$ cat src/rtl/lsa_pkg.sv
package lsa_pkg;

    typedef enum logic [1:0] {
        OP_LW = 2'b00,
        OP_SW = 2'b01,
        OP_LB = 2'b10,
        OP_SB = 2'b11
    } mem_op_e;

    typedef enum logic {
        ST_IDLE      = 1'b0,
        ST_LOAD_RESP = 1'b1
    } resp_state_e;

endpackage

$ cat src/rtl/lsa_addr_gen.sv
module lsa_addr_gen #(
    parameter int ADDR_W = 32,
    parameter int OFF_W  = 16
) (
    input  logic [ADDR_W-1:0] base,
    input  logic [OFF_W-1:0]  offset,
    output logic [ADDR_W-1:0] eff_addr
);
    localparam int EXT_W = ADDR_W - OFF_W;

    logic [ADDR_W-1:0] off_ext;

    always_comb begin
        off_ext  = {{EXT_W{offset[OFF_W-1]}}, offset};
        eff_addr = base + off_ext;
    end

endmodule

$ cat src/rtl/lsa_store_lane.sv
module lsa_store_lane
    import lsa_pkg::*;
#(
    parameter int DATA_W = 32,
    parameter int BYTES  = DATA_W / 8,
    parameter int LANE_W = $clog2(BYTES)
) (
    input  logic              req_valid,
    input  mem_op_e           op,
    input  logic [LANE_W-1:0] lane,
    input  logic [DATA_W-1:0] store_data,
    output logic [BYTES-1:0]  be,
    output logic [DATA_W-1:0] wdata,
    output logic              rd_en,
    output logic              misaligned
);
    logic             is_word;
    logic             word_ok;
    logic [BYTES-1:0] lane_hit;

    always_comb begin
        is_word    = (op == OP_LW) || (op == OP_SW);
        misaligned = req_valid && is_word && (lane != '0);
        word_ok    = req_valid && (lane == '0);
        rd_en      = (req_valid && op == OP_LB) || (word_ok && op == OP_LW);
        wdata      = (op == OP_SB) ? {BYTES{store_data[7:0]}} : store_data;
    end

    for (genvar g = 0; g < BYTES; g++) begin : g_lane
        // strobe bit g covers bits g*8+7:g*8; byte offset 0 is the top lane
        assign lane_hit[g] = (lane == LANE_W'(BYTES - 1 - g));
        assign be[g] = (word_ok && op == OP_SW) ||
                       (req_valid && op == OP_SB && lane_hit[g]);
    end

endmodule

$ cat src/rtl/lsa_load_align.sv
module lsa_load_align
    import lsa_pkg::*;
#(
    parameter int DATA_W = 32,
    parameter int BYTES  = DATA_W / 8,
    parameter int LANE_W = $clog2(BYTES)
) (
    input  logic              clk,
    input  logic              rst_n,
    input  logic              issue,
    input  mem_op_e           op,
    input  logic [LANE_W-1:0] lane,
    input  logic [DATA_W-1:0] mem_rdata,
    output logic              load_valid,
    output logic [DATA_W-1:0] load_data
);
    resp_state_e       state_q;
    resp_state_e       state_d;
    logic              byte_q;
    logic [LANE_W-1:0] lane_q;
    logic [7:0]        sel_byte;

    always_comb begin
        state_d = issue ? ST_LOAD_RESP : ST_IDLE;
    end

    always_ff @(posedge clk) begin
        if (!rst_n) begin
            state_q <= ST_IDLE;
            byte_q  <= 1'b0;
            lane_q  <= '0;
        end else begin
            state_q <= state_d;
            if (issue) begin
                byte_q <= (op == OP_LB);
                lane_q <= lane;
            end
        end
    end

    always_comb begin
        sel_byte = '0;
        for (int k = 0; k < BYTES; k++) begin
            if (lane_q == LANE_W'(k)) sel_byte = mem_rdata[(BYTES-1-k)*8 +: 8];
        end
    end

    always_comb begin
        load_valid = 1'b0;
        load_data  = '0;
        unique case (state_q)
            ST_IDLE: begin
                load_valid = 1'b0;
            end
            ST_LOAD_RESP: begin
                load_valid = 1'b1;
                load_data  = byte_q ? {{(DATA_W-8){sel_byte[7]}}, sel_byte} : mem_rdata;
            end
            default: begin
                load_valid = 1'b0;
            end
        endcase
    end

    AST_VALID_AFTER_ISSUE: assert property (@(posedge clk) disable iff (!rst_n)
        issue |=> load_valid);
    AST_VALID_NEEDS_ISSUE: assert property (@(posedge clk) disable iff (!rst_n)
        $rose(load_valid) |-> $past(issue));

endmodule

$ cat src/rtl/lsa_unit.sv
module lsa_unit
    import lsa_pkg::*;
#(
    parameter int ADDR_W = 32,
    parameter int OFF_W  = 16,
    parameter int DATA_W = 32,
    localparam int BYTES  = DATA_W / 8,
    localparam int LANE_W = $clog2(BYTES)
) (
    input  logic                     clk,
    input  logic                     rst_n,
    input  logic                     req_valid,
    input  logic [1:0]               req_op,
    input  logic [ADDR_W-1:0]        base,
    input  logic [OFF_W-1:0]         offset,
    input  logic [DATA_W-1:0]        store_data,
    output logic [ADDR_W-LANE_W-1:0] mem_addr,
    output logic                     mem_rd,
    output logic [BYTES-1:0]         mem_be,
    output logic [DATA_W-1:0]        mem_wdata,
    input  logic [DATA_W-1:0]        mem_rdata,
    output logic                     misaligned,
    output logic                     load_valid,
    output logic [DATA_W-1:0]        load_data
);
    logic [ADDR_W-1:0] eff_addr;
    logic [LANE_W-1:0] lane;
    mem_op_e           op;

    assign op       = mem_op_e'(req_op);
    assign lane     = eff_addr[LANE_W-1:0];
    assign mem_addr = eff_addr[ADDR_W-1:LANE_W];

    lsa_addr_gen #(.ADDR_W(ADDR_W), .OFF_W(OFF_W)) u_addr (
        .base     (base),
        .offset   (offset),
        .eff_addr (eff_addr)
    );

    lsa_store_lane #(.DATA_W(DATA_W)) u_store (
        .req_valid  (req_valid),
        .op         (op),
        .lane       (lane),
        .store_data (store_data),
        .be         (mem_be),
        .wdata      (mem_wdata),
        .rd_en      (mem_rd),
        .misaligned (misaligned)
    );

    lsa_load_align #(.DATA_W(DATA_W)) u_load (
        .clk        (clk),
        .rst_n      (rst_n),
        .issue      (mem_rd),
        .op         (op),
        .lane       (lane),
        .mem_rdata  (mem_rdata),
        .load_valid (load_valid),
        .load_data  (load_data)
    );

    AST_SB_ONE_LANE: assert property (@(posedge clk) disable iff (!rst_n)
        (req_valid && req_op == 2'b11) |-> $countones(mem_be) == 1);
    AST_SB_REPLICATE: assert property (@(posedge clk) disable iff (!rst_n)
        (req_valid && req_op == 2'b11) |-> mem_wdata[DATA_W-1 -: 8] == store_data[7:0]);
    AST_MISALIGN_NO_WRITE: assert property (@(posedge clk) disable iff (!rst_n)
        misaligned |-> mem_be == '0);
    AST_MISALIGN_NO_READ: assert property (@(posedge clk) disable iff (!rst_n)
        misaligned |=> !load_valid);
    AST_IDLE_QUIET: assert property (@(posedge clk) disable iff (!rst_n)
        !req_valid |-> (mem_be == '0 && !mem_rd));
    AST_LB_SIGN: assert property (@(posedge clk) disable iff (!rst_n)
        (req_valid && req_op == 2'b10) |=>
        (load_data[DATA_W-1:8] == '0 || load_data[DATA_W-1:8] == '1));

endmodule

$ cat config.mk
export PLATFORM = sky130hd
export DESIGN_NAME = lsa_unit
export DESIGN_NICKNAME = d
export VERILOG_FILES = /design/src/rtl/lsa_pkg.sv /design/src/rtl/lsa_addr_gen.sv /design/src/rtl/lsa_store_lane.sv /design/src/rtl/lsa_load_align.sv /design/src/rtl/lsa_unit.sv
export SDC_FILE = /design/constraint.sdc
export NUM_CORES = 1
export LEC_CHECK = 0
export ABC_AREA = 1
export BUFFER_PORTS_ARGS = -buffer_cell sky130_fd_sc_hd__buf_2
export CORE_ASPECT_RATIO = 0.9
export CORE_MARGIN = 2
export CORE_UTILIZATION = 46
export CTS_CLUSTER_SIZE = 28
export DETAILED_ROUTE_END_ITERATION = 8
export PLACE_DENSITY = 0.84
export SKIP_LAST_GASP = 1
export SYNTH_ARGS = -nofsm -noshare
export SYNTH_HDL_FRONTEND = slang
export SYNTH_SLANG_ARGS = --single-unit
$ cat constraint.sdc
create_clock -name clk -period 2.5 [get_ports clk]
set_input_delay 0.5 -clock clk [delete_from_list [all_inputs] [get_ports clk]]
set_output_delay 0.5 -clock clk [all_outputs]
set_load 0.02 [all_outputs]
# Word level (Yosys, flattened, before mapping)
# Cells that the tools add are included.
[totals]
out_inout_bits = 101
inputBits = 117
wordCells = 44
regBits = 4
[classes]
n_addsub = 1
bitwise_logic = 1
n_eq_ne = 9
reduce_logical = 21
muxes = 9
[ops]
columns = ["operator", "count"]
rows = [
  ["$mux W32", 3],
  ["$add A32 B32 Y32", 1],
  ["$mux W8", 4],
  ["$eq A2 B2 Y1 const B", 6],
  ["$logic_and A1 B1 Y1", 11],
  ["$eq A2 B1 Y1 const B", 3],
  ["$logic_not A2 Y1", 3],
  ["$logic_or A1 B1 Y1", 6],
  ["$pmux W1 S2", 1],
  ["$reduce_bool A2 Y1", 1],
  ["$mux W1", 1],
  ["$not A1 Y1", 1],
]

# Logic depth before layout (Yosys ltp)
# Gate-level depths: netlist of the first run.
[logic_depth]
depth_word = 7
mapped_depth = 13
mapped_depth_nobuf = 12

# By module
# From an unflattened synthesis of the first run, not the netlist that was laid out.
[unflattened]
cells_unflattened = 728
hier_area_um2 = 3483.3
[by_module_without_submodules]
columns = ["module", "cells_each", "area_per_inst_um2", "instances", "seq_area_each_um2"]
rows = [
  ["lsa_addr_gen", 494, 2384.8, 1, 0.0],
  ["lsa_load_align", 142, 694.4, 1, 80.1],
  ["lsa_store_lane", 92, 404.1, 1, 0.0],
]

# Least setup slack after synthesis of the first run
# Ideal clock, no wire load.
[synth_timing]
path_kind = "in2out"
from = "input port offset[0]"
to = "output port mem_be[0]"
setup_slack_ns = -0.251
stages = 7
path_buffers = 0
required_time_ns = 2.000
arrival_time_ns = 2.251
cell_sequence = "ha_1 inv_1 fa_1 nand2_1 nor3_1 nand2_1 o21ai_0"
[synth_via]
elab_chain_cells = 5
elab_cells_between_ends = 7
classes_between = "add/sub (1); eq/ne (1); reduce/logical (5)"
[synth_rtl]
columns = ["element", "line_no", "source"]
rows = [
  ["start: declaration", "lsa_unit.sv:15", "input logic [OFF_W-1:0] offset,"],
  ["$add A32 B32 Y32 *", "lsa_addr_gen.sv:15", "eff_addr = base + off_ext;"],
  ["$logic_not A2 Y1", "lsa_store_lane.sv:24", "word_ok = req_valid && (lane == '0);"],
  ["$logic_and A1 B1 Y1", "lsa_store_lane.sv:24", ""],
  ["$logic_and A1 B1 Y1", "lsa_store_lane.sv:32", "assign be[g] = (word_ok && op == OP_SW) ||"],
  ["$logic_or A1 B1 Y1 *", "lsa_store_lane.sv:32", ""],
  ["end: declaration", "lsa_unit.sv:19", "output logic [BYTES-1:0] mem_be,"],
]
# Every way passes the cells marked *; elsewhere a longest branch is shown, timed or not.

# Final worst setup path of the first run
[layout_timing]
from = "input port base[11]"
to = "output port mem_addr[22]"
[layout_via]
elab_chain_cells = 1
[layout_rtl]
columns = ["element", "line_no", "source"]
rows = [
  ["start: declaration", "lsa_unit.sv:14", "input logic [ADDR_W-1:0] base,"],
  ["$add A32 B32 Y32", "lsa_addr_gen.sv:15", ""],
  ["end: declaration", "lsa_unit.sv:17", "output logic [ADDR_W-LANE_W-1:0] mem_addr,"],
]
# Every way passes these cells.

==> results of run 1 <==
## flip-flops by register name (all words and copies together), names as in the netlist
signal	count
u_load.byte_q	1
u_load.state_q	1
u_load.lane_q	2
## per-layer routing
metal / global-route usage / up-vias / routed length (um)
met4: 0.0795 / 0 / 804
met3: 0.0569 / 92 / 1610
met2: 0.472 / 391 / 7180
met5: 0 / - / 0
met1: 0.365 / 2403 / 6120
li1: - / 2636 / -
## metrics by stage
stage | total power, mW | setup TNS [ns] | hold WS, ns
6_report | 1.72 | -0.162 | 0.549
5_1_grt | 1.83 | -1.08 | 0.551
4_1_cts | 1.47 | -0.0791 | 0.541
3_5_place_dp | 1.31 | -1.19 | 0.679
3_3_place_gp | 1.30 | -0.767 | 0.660
2_1_floorplan | 0.986 | 0 | 0.612
## synth_stat cells
| library cell | n |
|---|---|
| a21o_1 | 1 |
| a21oi_1 | 36 |
| a21oi_2 | 13 |
| a31oi_1 | 1 |
| buf_2 | 2 |
| buf_4 | 38 |
| buf_6 | 4 |
| clkbuf_1 | 4 |
| dfxtp_1 | 4 |
| fa_1 | 1 |
| ha_1 | 31 |
| inv_1 | 145 |
| inv_2 | 1 |
| nand2_1 | 299 |
| nand2_2 | 5 |
| nand3_1 | 30 |
| nand3_2 | 1 |
| nand4_1 | 4 |
| nor2_1 | 61 |
| nor2_2 | 1 |
| nor3_1 | 4 |
| o21ai_0 | 17 |
| o21ai_1 | 3 |
| o21ai_4 | 1 |
| o21bai_1 | 2 |
| o21bai_2 | 1 |
| o221ai_1 | 6 |
| o22ai_1 | 1 |
| or2_4 | 1 |
| xnor2_1 | 3 |
| xor2_1 | 12 |
## cells by family after synthesis
family	synth area share
AOI/OAI and AO/OA	0.140
adders and majority gates	0.112
xor gates and xnor gates	0.0361
DFF	0.0220
and+or+nand+nor	0.441
buffers and inverters	0.249
## worst max-delay path by stage
| stage | startpoint | endpoint | slack (ns) |
|---|---|---|---|
| finish | base[11] | mem_addr[22] | -0.07 |
| global route | offset[15] | mem_addr[28] | -0.11 |
| CTS | offset[0] | mem_be[0] | -0.04 |
| detailed placement | offset[0] | mem_addr[26] | -0.17 |
| global placement | offset[0] | mem_addr[26] | -0.12 |
| floorplan | offset[0] | mem_be[0] | 0.05 |
## report_power, final
group | switching [mW] | internal (mW) | leakage [nW]
registers | 0.00960 | 0.0680 | 0.0328
logic | 0.900 | 0.601 | 3.45
clock network | 0.0364 | 0.103 | 0.0216
total | 0.946 | 0.772 | 3.50
## what timing repair did
action	4_1_cts	5_1_grt
hold endpoints to repair	0	0
endpoints found under the setup margin	17	27
pin swaps	0	15
gates resized for setup	13	114
## layout make-up
| cell class | instances | area [um^2] | area share |
|---|---|---|---|
| Antenna cell | 1 | 2.50 | 0.000452 |
| Clock buffer | 3 | 41.3 | 0.00745 |
| Inverter | 146 | 548 | 0.0989 |
| Timing Repair Buffer | 261 | 1520 | 0.275 |
| Sequential cell | 4 | 80.1 | 0.0145 |
| Tap cell | 96 | 120 | 0.0217 |
| Multi-Input combinational cell | 535 | 3230 | 0.582 |
## tightest hold or removal path: cells and delay by family
kind,cells,cell delay [ns]
AOI/OAI and AO/OA,1,0.04
buffers and inverters,2,0.17
==> flow_metrics.py, run 1 <==
metrics = {
    "run_status": {
        "status": "finished, violations left",
        "violations": "negative setup slack",
    },
    "sta": {
        "worst_pin_slew_ns": 0.515,
        "fin_ws_ns": -0.0710,
        "setup_violations": 5,
        "fmax_ghz": 0.389,
        "fin_crit_ns": 2.57,
        "period_share": 1.03,
        "fin_skew_ns": 0,
        "slew_headroom": 0.656,
        "rsz0062_at_grt": "yes",
        "final_hold_viol_count": 0,
        "slew_violations": 0,
    },
    "finish": {
        "post-route-util": 0.727,
        "area_growth_pct": 52.4,
        "fin_area_um2": 5540,
        "stdcell_count": 1046,
        "fill_cells": 580,
        "layout_commonest_cell": "nand2_1",
        "final_layout_size_suffix_gt1_frac": 0.393,
        "layout_common_cells": "nand2_1 (278), buf_2 (200), inv_1 (141)",
        "nets": 1100,
    },
    "route": {
        "wl_per_cell_um": 15.0,
        "wl_mm": 15.7,
        "drtPass1Iterations": 6,
        "drc": 0,
        "drt_iter0_markers": 508,
        "viasPerCell": 5.28,
        "num_vias": 5522,
        "ant_nets": 0,
    },
    "logic_synthesis": {
        "yosys_warnings": 0,
        "syn_inst": 733,
        "synth_cell_types": 31,
        "synth_top_area_frac": 0.309,
        "syn_avg_cell_area_um2": 4.96,
        "ys_seq_elements": 4,
        "synth_top_cell_by_area": "nand2_1",
        "synth.area.top_cells": "nand2_1 (31%), inv_1 (15%), ha_1 (11%)",
        "synth_seq_area_share": 0.0220,
        "netlist_area_um2": 3630,
        "syn_nets": 882,
    },
    "clocking": {
        "cts_tree": "yes",
        "cts_buffers": 3,
        "post-cts-setup-buffers": 0,
        "cts_buffer_depth": 2,
        "clock_sinks": 4,
        "clk_pin_slew_ns": 0.03,
        "htree_levels": 1,
        "ctsHoldBuffers": 0,
        "cts_root_buf": "clkbuf_8",
        "clk_latency_ns": 0.22,
    },
    "critical_path": {
        "path_depth": 11,
        "rr_worst_depth": 2,
        "r2r_slack_ns": 1.53,
        "endpoint_kind": "output pin",
        "slowest_delay_ns": 0.29,
        "path_delay_family": "simple AND/OR/NAND/NOR gates",
        "r2r-start": "u_load.lane_q[0]",
        "worstPathRequired_ns": 2.00,
        "r2r_end": "u_load.lane_q[0]",
        "start_kind": "input port",
        "crit_type": "in2out",
        "crit_chain": "buf_2 > ha_4 > nand2_1 > nor2_2 > nand2_1 > nor2_1 > nand2_2 > nand3_1 > nand2_1 > nand2_1 > buf_6",
        "crit_slowest_cell": "ha_4",
        "path_buf_inv": 2,
        "path_common_cell": "nand2_1",
        "cp.arrival_ns": 2.07,
        "cp_max_fo": 4,
    },
    "placed_design": {
        "place_area_um2": 4840,
        "gp_congestion": 0.966,
        "dpl.cell_count": 1042,
        "dp_slack_ns": -0.165,
        "dp_hpwl_mm": 10.9,
        "io_buffers": 217,
    },
    "floorplan": {
        "dieArea_um2": 8630,
        "die_w_um": 97.7,
        "placementRows": 30,
        "io_pins": 218,
        "core_um2": 7620,
        "dieHeight_um": 88.3,
        "initial_core_util": 0.477,
    },
    "grt": {
        "grt_pass1_wl_mm": 20.0,
        "grt_pass1_vias": 4428,
        "grt_max_degree": 24,
        "antenna_found_initial": 0,
        "grt_util_all_layers": 0.279,
        "overflow": 0,
    },
    "power": {
        "peakVddDrop_uv": 197,
        "power_leakage_nw": 3.50,
        "powerDensity_nw_per_um2": 310,
    },
    "worst_hold_path": {
        "whs_path_depth": 3,
        "min_to": "u_load.byte_q",
        "hold_path.class": "in2reg",
        "hold_start": "rst_n",
    },
    "job": {
        "maxCapViolations": 0,
    },
}
Power figures use the tool's default switching activity.
==> run 2: changes to the inputs <==
CORE_UTILIZATION = 45   (was 46)
SYNTH_HIERARCHICAL = 1   (was not set)
==> flow_metrics.py, run 2 <==
metrics = {
    "run_status": {
        "status": "finished, violations left",
        "violations": "negative setup slack",
    },
    "grt": {
        "grt_util_all_layers": 0.292,
        "grt_max_degree": 26,
        "grt_pass1_wl_mm": 20.7,
        "grt_pass1_vias": 4698,
        "antenna_found_initial": 0,
        "overflow": 0,
    },
    "clocking": {
        "cts_tree": "yes",
        "cts_buffer_depth": 2,
        "cts_buffers": 3,
        "clk_pin_slew_ns": 0.03,
        "clock_sinks": 4,
        "cts_root_buf": "clkbuf_8",
        "htree_levels": 1,
        "clk_latency_ns": 0.21,
        "ctsHoldBuffers": 0,
    },
    "sta": {
        "fin_skew_ns": 0,
        "period_share": 1.03,
        "final_hold_viol_count": 0,
        "setup_violations": 3,
        "fmax_ghz": 0.390,
        "worst_pin_slew_ns": 0.471,
        "holdWs_ns": 0.501,
        "slew_headroom": 0.686,
        "fin_ws_ns": -0.0642,
        "slew_violations": 0,
        "fin_crit_ns": 2.56,
        "rsz0062_at_grt": "yes",
    },
    "logic_synthesis": {
        "synth_top_family_by_area": "simple AND/OR/NAND/NOR gates",
        "synth_cell_types": 28,
        "synth_compound_area_frac": 0.0779,
        "synth_top_cell_by_area": "nand2_1",
        "ys_seq_elements": 4,
        "async_flop_share": 0,
        "synth-edff-count": 0,
        "ys_top_cells_by_count": "nand2_1 (309), inv_1 (124), nor2_1 (97)",
        "syn_avg_cell_area_um2": 4.78,
        "synth_fa_ha_area_frac": 0.117,
        "yosys_warnings": 6,
        "netlist_area_um2": 3480,
        "yosys_most_used_dff": "dfxtp_1",
        "synth_seq_area_share": 0.0230,
        "yosysMostFrequentCell": "nand2_1",
        "synth-simple-area-share": 0.559,
        "syn_nets": 877,
        "synth_top_area_frac": 0.333,
        "syn_inst": 728,
        "synth.area.top_cells": "nand2_1 (33%), inv_1 (13%), ha_1 (11%)",
        "muxShareOfSynthArea": 0,
        "synth_xor_area_frac": 0.0402,
    },
    "finish": {
        "nets": 1113,
        "area_growth_pct": 55.4,
        "multi_input_area_um2": 3280,
        "fin_area_um2": 5410,
        "final_layout_size_suffix_gt1_frac": 0.379,
        "reg_top3": "u_load/lane_q: 2 flops, u_load/byte_q: 1 flops, u_load/state_q: 1 flops",
        "layout_common_cells": "nand2_1 (290), buf_2 (206), inv_1 (124)",
        "post-route-util": 0.721,
        "layout_commonest_cell": "nand2_1",
        "fill_cells": 615,
        "top_register": "u_load/lane_q",
        "n_antenna_cell": 0,
        "seq_area_um2": 80.1,
        "largest_reg_flops": 2,
        "stdcell_count": 1058,
    },
    "placed_design": {
        "dpl.cell_count": 1054,
        "dp_hpwl_mm": 10.6,
        "gp_congestion": 0.919,
        "io_buffers": 217,
        "place_area_um2": 4780,
    },
    "route": {
        "drc": 0,
        "ant_nets": 0,
        "drtPass1Iterations": 6,
        "wl_mm": 15.5,
        "num_vias": 5590,
        "viasPerCell": 5.28,
        "drt_iter0_markers": 596,
        "wl_per_cell_um": 14.6,
    },
    "power": {
        "total_power_mw": 1.70,
        "power_leakage_nw": 3.50,
        "powerDensity_nw_per_um2": 314,
        "peakVddDrop_uv": 193,
    },
    "floorplan": {
        "dieHeight_um": 87.5,
        "placementRows": 30,
        "io_pins": 218,
        "core_um2": 7510,
        "die_w_um": 96.7,
        "initial_core_util": 0.464,
        "dieArea_um2": 8460,
    },
    "critical_path": {
        "crit_type": "in2out",
        "cp_max_fo": 17,
        "r2r_end": "u_load/byte_q",
        "cp.arrival_ns": 2.06,
        "worstPathRequired_ns": 2.00,
        "start_kind": "input port",
        "r2r_slack_ns": 1.45,
        "r2r-start": "u_load/byte_q",
        "worstSetupEndpoint": "mem_addr[22]",
        "startpoint": "offset[15]",
        "rr_worst_depth": 3,
        "endpoint_kind": "output pin",
    },
    "job": {
        "maxCapViolations": 0,
    },
    "worst_hold_path": {
        "hold_path.class": "in2reg",
    },
}
## run 2: changes by cell type after synthesis, sizes merged, moves of 2 or more
cell / delta
xor2: +2
clkbuf: -2
inv: -16
nand2: +22
a21oi: -20
o221ai: -6
buf: -28
nor2: +42
nand3: +4
nor3: +2
## run 2: power by group
| group | switching [mW] | internal [mW] | leakage (nW) |
|---|---|---|---|
| Combinational | 0.902 | 0.582 | 3.44 |
| Sequential | 0.0109 | 0.0684 | 0.0328 |
| Clock | 0.0319 | 0.103 | 0.0216 |
## run 2: routing by layer
metal / GRT usage / routed length (um) / part of all wire
met4: 0.0896 / 640 / 0.041
met2: 0.503 / 7160 / 0.46
met3: 0.0514 / 1730 / 0.11
met5: 0 / 0 / 0
met1: 0.374 / 5930 / 0.38
## run 2: timing repair
item,4_1_cts,5_1_grt
buffers inserted,0,1
gates resized for setup,23,91
pin swaps,6,15
setup endpoints to repair,14,23
## run 2: worst max-delay path: stages
cell     delay (ns)
buf_16         0.16
ha_4           0.31
nand2_1        0.08
inv_1          0.09
nand2_2        0.11
nor3_4         0.21
nand3_1        0.15
nand3_1        0.14
nand2_1        0.08
nand2_1        0.07
buf_4          0.14
## run 2: how the worst min path moves through the flow
stage                           from                to  depth (start not counted)
finish                         rst_n    u_load/state_q                          3
global route                   rst_n    u_load/state_q                          3
CTS                            rst_n    u_load/state_q                          3
detailed placement  u_load/lane_q[0]  u_load/lane_q[0]                          2
global placement    u_load/lane_q[0]  u_load/lane_q[0]                          2
floorplan                      rst_n    u_load/state_q                          2
## run 2: layout make-up
cell class / count / share of cell area
multi-input combinational: 575 / 0.606
timing repair buffer: 249 / 0.258
inverter: 131 / 0.0911
tap: 96 / 0.0222
sequential: 4 / 0.0148
clock buffer: 3 / 0.00763
## run 2: kinds of logic after synthesis
group	Yosys count
DFF	4
buffers and inverters	149
adders and majority gates	32
xor gates and xnor gates	16
AOI/OAI and AO/OA	52
and+or+nand+nor	475
## run 2: stage by stage
stage | TNS, ns | setup slack (ns)
CTS | 0 | 0.00177
global placement | -0.578 | -0.0787
global route | -0.497 | -0.0728
floorplan | 0 | 0.0494
detailed placement | -0.877 | -0.110
finish | -0.118 | -0.0642
